[config.mk]
export PLATFORM = sky130hd
export DESIGN_NAME = tagged_tlb
export DESIGN_NICKNAME = d
export VERILOG_FILES = /design/src/rtl/tlb_pkg.sv /design/src/rtl/tlb_store.sv /design/src/rtl/tlb_cam.sv /design/src/rtl/tlb_pick.sv /design/src/rtl/tagged_tlb.sv
export SDC_FILE = /design/constraint.sdc
export NUM_CORES = 2
export LEC_CHECK = 0
export BUFFER_PORTS_ARGS = -buffer_cell sky130_fd_sc_hd__buf_2
export CORE_ASPECT_RATIO = 0.7
export CORE_MARGIN = 2
export CORE_UTILIZATION = 40
export DETAILED_ROUTE_END_ITERATION = 6
export RECOVER_POWER = 100
export SETUP_SLACK_MARGIN = 0.05
export SYNTH_ARGS = -nofsm -noshare
export SYNTH_HDL_FRONTEND = slang
export SYNTH_HIERARCHICAL = 1
export SYNTH_SLANG_ARGS = --single-unit
[constraint.sdc]
create_clock -name clk -period 7.1 [get_ports clk]
set_clock_uncertainty 0.15 [all_clocks]
set_input_delay 1.065 -clock clk [delete_from_list [all_inputs] [get_ports clk]]
set_output_delay 1.065 -clock clk [all_outputs]
set_load 0.02 [all_outputs]
[src/rtl/tlb_pkg.sv]
package tlb_pkg;
   localparam int FLAG_W   = 3;
   localparam int FLG_CACH = 0;
   localparam int FLG_REFD = 1;
   localparam int FLG_GLOB = 2;

   typedef struct packed {
      logic glob;
      logic refd;
      logic cach;
   } tlb_flags_t;
endpackage

[src/rtl/tlb_store.sv]
module tlb_store
   import tlb_pkg::*;
#(
   parameter int ENTRIES = 16,
   parameter int VPN_W   = 20,
   parameter int PFN_W   = 20,
   parameter int ASID_W  = 8,
   parameter int IDX_W   = $clog2(ENTRIES)
) (
   input  logic                      clk,
   input  logic                      rst_n,
   input  logic                      wr_en,
   input  logic [IDX_W-1:0]          wr_idx,
   input  logic                      wr_valid,
   input  logic [VPN_W-1:0]          wr_vpn,
   input  logic [PFN_W-1:0]          wr_pfn,
   input  logic [ASID_W-1:0]         wr_asid,
   input  logic [FLAG_W-1:0]         wr_flags,
   input  logic                      flush_all,
   input  logic                      flush_asid,
   input  logic [ASID_W-1:0]         flush_asid_val,
   output logic [ENTRIES-1:0]        ent_valid,
   output logic [ENTRIES*VPN_W-1:0]  ent_vpn,
   output logic [ENTRIES*PFN_W-1:0]  ent_pfn,
   output logic [ENTRIES*ASID_W-1:0] ent_asid,
   output logic [ENTRIES*FLAG_W-1:0] ent_flags
);
   for (genvar i = 0; i < ENTRIES; i++) begin : g_slot
      tlb_flags_t           f_q;
      logic                 v_q;
      logic [VPN_W-1:0]     vpn_q;
      logic [PFN_W-1:0]     pfn_q;
      logic [ASID_W-1:0]    asid_q;
      logic                 sel;
      logic                 kill;

      assign sel  = wr_en && (wr_idx == IDX_W'(i));
      assign kill = flush_all ||
                    (flush_asid && !f_q.glob && (asid_q == flush_asid_val));

      always_ff @(posedge clk) begin
         if (!rst_n) begin
            v_q    <= 1'b0;
            vpn_q  <= '0;
            pfn_q  <= '0;
            asid_q <= '0;
            f_q    <= '0;
         end else begin
            if (kill) v_q <= 1'b0;
            if (sel) begin
               v_q    <= wr_valid;
               vpn_q  <= wr_vpn;
               pfn_q  <= wr_pfn;
               asid_q <= wr_asid;
               f_q    <= tlb_flags_t'(wr_flags);
            end
         end
      end

      assign ent_valid[i]                 = v_q;
      assign ent_vpn[i*VPN_W +: VPN_W]    = vpn_q;
      assign ent_pfn[i*PFN_W +: PFN_W]    = pfn_q;
      assign ent_asid[i*ASID_W +: ASID_W] = asid_q;
      assign ent_flags[i*FLAG_W +: FLAG_W] = f_q;
   end
endmodule

[src/rtl/tlb_cam.sv]
module tlb_cam
   import tlb_pkg::*;
#(
   parameter int ENTRIES = 16,
   parameter int VPN_W   = 20,
   parameter int ASID_W  = 8
) (
   input  logic [ENTRIES-1:0]        ent_valid,
   input  logic [ENTRIES*VPN_W-1:0]  ent_vpn,
   input  logic [ENTRIES*ASID_W-1:0] ent_asid,
   input  logic [ENTRIES*FLAG_W-1:0] ent_flags,
   input  logic [VPN_W-1:0]          look_vpn,
   input  logic [ASID_W-1:0]         cur_asid,
   output logic [ENTRIES-1:0]        match
);
   for (genvar i = 0; i < ENTRIES; i++) begin : g_cmp
      logic page_eq;
      logic space_ok;
      tlb_flags_t f;
      assign f        = tlb_flags_t'(ent_flags[i*FLAG_W +: FLAG_W]);
      assign page_eq  = (ent_vpn[i*VPN_W +: VPN_W] == look_vpn);
      assign space_ok = f.glob || (ent_asid[i*ASID_W +: ASID_W] == cur_asid);
      assign match[i] = ent_valid[i] && page_eq && space_ok;
   end
endmodule

[src/rtl/tlb_pick.sv]
module tlb_pick
   import tlb_pkg::*;
#(
   parameter int ENTRIES    = 16,
   parameter int PFN_W      = 20,
   parameter bit AND_OR_SEL = 1'b1,
   parameter int IDX_W      = $clog2(ENTRIES)
) (
   input  logic [ENTRIES-1:0]        match,
   input  logic [ENTRIES*PFN_W-1:0]  ent_pfn,
   input  logic [ENTRIES*FLAG_W-1:0] ent_flags,
   output logic                      hit,
   output logic                      multi,
   output logic [PFN_W-1:0]          pfn,
   output logic [FLAG_W-1:0]         flags
);
   logic [ENTRIES-1:0] first_oh;

   assign first_oh = match & (~match + ENTRIES'(1));
   assign hit      = |match;
   assign multi    = |(match & ~first_oh);

   if (AND_OR_SEL) begin : g_andor
      always_comb begin
         pfn   = '0;
         flags = '0;
         for (int i = 0; i < ENTRIES; i++) begin
            pfn   = pfn   | (ent_pfn[i*PFN_W +: PFN_W]    & {PFN_W{first_oh[i]}});
            flags = flags | (ent_flags[i*FLAG_W +: FLAG_W] & {FLAG_W{first_oh[i]}});
         end
      end
   end else begin : g_index
      logic [IDX_W-1:0] sel_idx;
      always_comb begin
         sel_idx = '0;
         for (int i = ENTRIES - 1; i >= 0; i--) begin
            if (first_oh[i]) sel_idx = IDX_W'(i);
         end
      end
      assign pfn   = ent_pfn[sel_idx*PFN_W +: PFN_W];
      assign flags = ent_flags[sel_idx*FLAG_W +: FLAG_W];
   end
endmodule

[src/rtl/tagged_tlb.sv]
module tagged_tlb
   import tlb_pkg::*;
#(
   parameter int VA_W       = 32,
   parameter int PA_W       = 32,
   parameter int PAGE_BITS  = 12,
   parameter int ENTRIES    = 16,
   parameter int ASID_W     = 8,
   parameter bit AND_OR_SEL = 1'b1
) (
   input  logic                         clk,
   input  logic                         rst_n,
   input  logic                         lk_valid,
   input  logic [VA_W-1:0]              lk_va,
   input  logic                         wr_en,
   input  logic [$clog2(ENTRIES)-1:0]   wr_idx,
   input  logic                         wr_valid,
   input  logic [VA_W-PAGE_BITS-1:0]    wr_vpn,
   input  logic [PA_W-PAGE_BITS-1:0]    wr_pfn,
   input  logic [ASID_W-1:0]            wr_asid,
   input  logic [2:0]                   wr_flags,
   input  logic                         asid_load,
   input  logic [ASID_W-1:0]            asid_new,
   input  logic                         flush_all,
   input  logic                         flush_asid,
   input  logic [ASID_W-1:0]            flush_asid_val,
   output logic                         rsp_valid,
   output logic                         rsp_hit,
   output logic                         rsp_multi,
   output logic [PA_W-1:0]              rsp_pa,
   output logic [2:0]                   rsp_flags
);
   localparam int VPN_W = VA_W - PAGE_BITS;
   localparam int PFN_W = PA_W - PAGE_BITS;
   localparam int IDX_W = $clog2(ENTRIES);

   if (ENTRIES < 2)               begin : g_bad_depth $error("ENTRIES must be at least 2"); end
   if (PAGE_BITS >= VA_W)         begin : g_bad_va    $error("PAGE_BITS must be below VA_W"); end
   if (PAGE_BITS >= PA_W)         begin : g_bad_pa    $error("PAGE_BITS must be below PA_W"); end
   if (ASID_W < 1)                begin : g_bad_asid  $error("ASID_W must be positive"); end
   if (FLAG_W != 3)               begin : g_bad_flag  $error("flag layout must be 3 bits"); end

   logic [ASID_W-1:0]         cur_asid_q;
   logic [ENTRIES-1:0]        ent_valid;
   logic [ENTRIES*VPN_W-1:0]  ent_vpn;
   logic [ENTRIES*PFN_W-1:0]  ent_pfn;
   logic [ENTRIES*ASID_W-1:0] ent_asid;
   logic [ENTRIES*FLAG_W-1:0] ent_flags;
   logic [ENTRIES-1:0]        match;
   logic                      c_hit;
   logic                      c_multi;
   logic [PFN_W-1:0]          c_pfn;
   logic [FLAG_W-1:0]         c_flags;
   logic                      take;

   always_ff @(posedge clk) begin
      if (!rst_n)         cur_asid_q <= '0;
      else if (asid_load) cur_asid_q <= asid_new;
   end

   tlb_store #(
      .ENTRIES(ENTRIES), .VPN_W(VPN_W), .PFN_W(PFN_W), .ASID_W(ASID_W), .IDX_W(IDX_W)
   ) u_store (
      .clk(clk), .rst_n(rst_n),
      .wr_en(wr_en), .wr_idx(wr_idx), .wr_valid(wr_valid),
      .wr_vpn(wr_vpn), .wr_pfn(wr_pfn), .wr_asid(wr_asid), .wr_flags(wr_flags),
      .flush_all(flush_all), .flush_asid(flush_asid), .flush_asid_val(flush_asid_val),
      .ent_valid(ent_valid), .ent_vpn(ent_vpn), .ent_pfn(ent_pfn),
      .ent_asid(ent_asid), .ent_flags(ent_flags)
   );

   tlb_cam #(
      .ENTRIES(ENTRIES), .VPN_W(VPN_W), .ASID_W(ASID_W)
   ) u_cam (
      .ent_valid(ent_valid), .ent_vpn(ent_vpn), .ent_asid(ent_asid),
      .ent_flags(ent_flags), .look_vpn(lk_va[VA_W-1:PAGE_BITS]),
      .cur_asid(cur_asid_q), .match(match)
   );

   tlb_pick #(
      .ENTRIES(ENTRIES), .PFN_W(PFN_W), .AND_OR_SEL(AND_OR_SEL), .IDX_W(IDX_W)
   ) u_pick (
      .match(match), .ent_pfn(ent_pfn), .ent_flags(ent_flags),
      .hit(c_hit), .multi(c_multi), .pfn(c_pfn), .flags(c_flags)
   );

   assign take = lk_valid && c_hit;

   always_ff @(posedge clk) begin
      if (!rst_n) begin
         rsp_valid <= 1'b0;
         rsp_hit   <= 1'b0;
         rsp_multi <= 1'b0;
         rsp_pa    <= '0;
         rsp_flags <= '0;
      end else begin
         rsp_valid <= lk_valid;
         rsp_hit   <= take;
         rsp_multi <= take && c_multi;
         rsp_pa    <= take ? {c_pfn, lk_va[PAGE_BITS-1:0]} : '0;
         rsp_flags <= take ? c_flags : '0;
      end
   end
endmodule

==> metrics.md <==
| Metric | Value |
|---|---|
| Status | `finished with violations` |
| Failing checks | `DRC, capacitance limit, slew limit` |
| Vias | `36270` |
| Port Buffers | `148` |
| Yosys reg bits | `878` |
| Synth area leaders | `dfxtp_1 41%, nand2_1 15%, a21boi_0 12%, xor2_1 8.9%, clkbuf_1 3.3%` |
| Htree depth | `3` |
| Via/cell ratio | `5.570` |
| Crit share post-route | `85.52%` |
| Die area | `0.1087 mm2` |
| Worst Max-Slew Pin Slew | `4.183 ns` |
| Drc violations | `3` |
| Synthesized instance count | `5213` |
| DRT Pass-1 Iters | `7` |
| Horiz. Die Dim | `393.2 um` |
| Largest area contributor in the netlist | `dfxtp_1` |
| Critical Path End Type | `register` |
| Hold depth | `2` |
| RSZ-0062 raised after global routing | `false` |
| CP required | `7.56 ns` |
| Max-slew violation count | `1034` |
| CTS tree | `built` |
| CP dominant cell by count | `nor3_1` |
| Routed wire per std cell | `23.36 um` |
| Final Hold Violating Endpoints | `0` |
| Syn. warnings | `6` |
| Antenna violations before repair | `4` |
| Remaining antenna violation count after routing | `0` |
| Hold_sp | `u_store/g_slot[2].pfn_q[5]` |
| Chip height | `276.4 um` |
| Core ar. | `0.1047 mm2` |
| Final instance area | `0.04614 mm2` |
| Post-cts resize count | `0` |
| Placed cells | `6339` |
| Critical Path Start Type | `register` |
| Vias in the first global route | `33330` |
| Syn_nets | `5324` |
| Total wire length | `152100 um` |
| Hold path endpoint | `u_store/g_slot[2].pfn_q[5]` |
| Worst EP arrival | `6.53 ns` |
| Most common cell in the synthesized netlist | `nand2_1` |
| R2R Path End | `rsp_pa[16]` |
| Initial Utilization | `40.51%` |
| Clock Latency Late Sink | `0.67 ns` |
| Clock transition at path regs | `0.06 ns` |
| Clock buffer depth | `3` |
| Final TNS setup | `0 ns` |
| Max_cap viols | `13` |
| Fillers | `10310` |
| Leak | `15.88 nW` |
| Pin count of the biggest net entering global routing | `263` |
| Fin crit period | `6.072 ns` |
| Placed Area | `0.04325 mm2` |
| Total CTS buffers | `92` |
| Reg-to-reg critical path startpoint | `cur_asid_q[6]` |
| Sink Count | `878` |
| Number of flops mapped to enable cells by yosys | `0` |
| Critical Path Source | `cur_asid_q[6]` |
| Worst r2r path cells | `11` |
| Global-route congestion overflow total | `0` |
| Gr usage total | `27.16%` |
| Final setup viols | `0` |
| Critical path's slowest cell | `nor3_1` |
| Post-synth cell types | `53` |
| Async set or reset register ratio after synthesis | `0%` |
| Worst R2R Setup Slack | `1.03 ns` |
| Number of nets in the layout | `5130` |
| CP cell instances | `xor2_1, nor4_1, a21oi_1, nor3_1, nor4_4, nand3_4, nor3_1, clkbuf_1, a221oi_1, nand3_1, and2_1` |
| Non-filler instance count after layout | `6511` |
| DP Wirelength | `94650 um` |
| Synth Flop Type | `dfxtp_1` |
| CTS Hold Buffers Added | `0` |
| Max Clock Freq | `164.7 MHz` |
| I/O pin count | `149` |
| Synth cell count leaders | `1742 x nand2_1, 878 x dfxtp_1, 660 x a21boi_0` |
| Avg Synthesized Cell Area | `8.134 um2` |
| Netlist Area Pre-Place | `0.04240 mm2` |
| HP Class | `register to register` |
| Share of layout cells above drive strength 1 | `7.599%` |
| Share of the synthesized area in the top cell type | `41.45%` |
| Root Driver | `clkbuf_16` |
| PD cells | `233.9 mW/mm2` |
| Hold_ws | `0.3173 ns` |
| Row count | `99` |
| Final RePlAce weighted congestion | `0.9019` |
| Setup bufs post-CTS | `0` |
| Iteration-0 DRC count of the detailed router | `4648` |
| CP max FO | `14` |
| Max VDD drop | `175.1 uV` |
| Setup Crit Path Kind | `register to register` |
| Sequential element share of the synthesized area | `41.45%` |
| Worst slew margin | `-178.9%` |
| Largest stage delay on the critical path | `1.47 ns` |
| First-pass GRT wire length | `224900 um` |
| Syn-to-layout area delta | `8.814%` |
-- cells by family (layout without fill, tap and decap cells) --
group	count (synthesis)	in the layout	synth area share (%)
AOI/OAI and AO/OA	1079	1079	19.12
xor gates and xnor gates	567	567	11.71
buffers and inverters	525	405	6.031
DFF	878	878	41.45
muxes	8	8	0.1889
other	0	4	0
and+or+nand+nor	2156	2156	21.50
-- registers in the layout (all words and copies together) (netlist names) --
name                   flops
u_store/g_slot.pfn_q     320
u_store/g_slot.vpn_q     320
u_store/g_slot.asid_q    128
u_store/ent_flags         48
rsp_pa                    32
u_store/g_slot.v_q        16
cur_asid_q                 8
rsp_flags                  3
rsp_hit                    1
rsp_multi                  1
rsp_valid                  1
-- cell type report --
type                    instances  area [um2]  area share [%]
multi-input cells            3810       22460           48.67
repair buffers                229        1256           2.723
clock inverters                30       262.8          0.5695
well taps                    1414        1769           3.834
diodes                          4       10.01         0.02169
inverters                       8       30.03         0.06508
clock buffers                 138        2779           6.023
flip-flops and latches        878       17580           38.09
-- where the power goes --
group | internal [W] | switching [W] | total (W)
clock | 0.00279 | 0.00212 | 0.00491
sequential | 0.00499 | 0.0000540 | 0.00504
combinational | 0.000279 | 0.000561 | 0.000840
total | 0.00805 | 0.00274 | 0.0108
-- placed cells by master, fill, tap and decap left out, types with 12 or more instances in the layout --
cell type  instances
o211ai_1          23
clkbuf_8          24
a21boi_0         813
xnor2_1          135
a22oi_1           62
clkbuf_16         95
and2_0            17
nand2_1         1733
buf_2            108
a32oi_1           23
nor4_1            88
o31ai_1           39
clkbuf_1          69
nor4_2            12
a221oi_1          53
nor3_1            40
xor2_1           432
buf_4             69
nor2b_1           54
clkinv_2          16
dfxtp_1          878
nand4_1           37
and2_1            20
nand3_1           64
nand3b_1          15
o22ai_1           17
a21oi_1           26
-- worst max-delay path: cells and delay by family (launching register included) --
kind / cells / cell delay (ns)
AOI/OAI and AO/OA: 2 / 0.53
xor gates and xnor gates: 1 / 0.19
buffers and inverters: 1 / 0.64
DFF: 1 / 1.09
and+or+nand+nor: 7 / 3.37
-- metal layers --
| layer | track usage [%] | vias up | part of all wire (%) |
|---|---|---|---|
| li1 | - | 16740 | - |
| met1 | 42.03 | 17530 | 47 |
| met2 | 38.09 | 1792 | 40 |
| met3 | 5.221 | 210 | 11 |
| met4 | 6.278 | 2 | 2.2 |
| met5 | 0 | - | 0.0079 |
-- worst max path at each step --
stage / end / cells after the start
2_1_floorplan: rsp_flags[1] / 13
3_3_place_gp: rsp_pa[15] / 12
3_5_place_dp: rsp_pa[15] / 12
4_1_cts: rsp_pa[15] / 11
5_1_grt: u_store/g_slot[5].asid_q[0] / 3
6_report: rsp_pa[16] / 11
-- stage by stage --
stage | total power, W | utilization (%) | setup WS, ns
2_1_floorplan | 0.005681 | - | 3.225
3_3_place_gp | 0.005944 | 41.32 | 1.605
3_5_place_dp | 0.005947 | 41.32 | 1.549
4_1_cts | 0.01081 | 44.22 | 1.964
5_1_grt | 0.01110 | 44.08 | 0.7942
6_report | 0.01079 | 44.08 | 1.028
(Power assumes the default switching activity.)
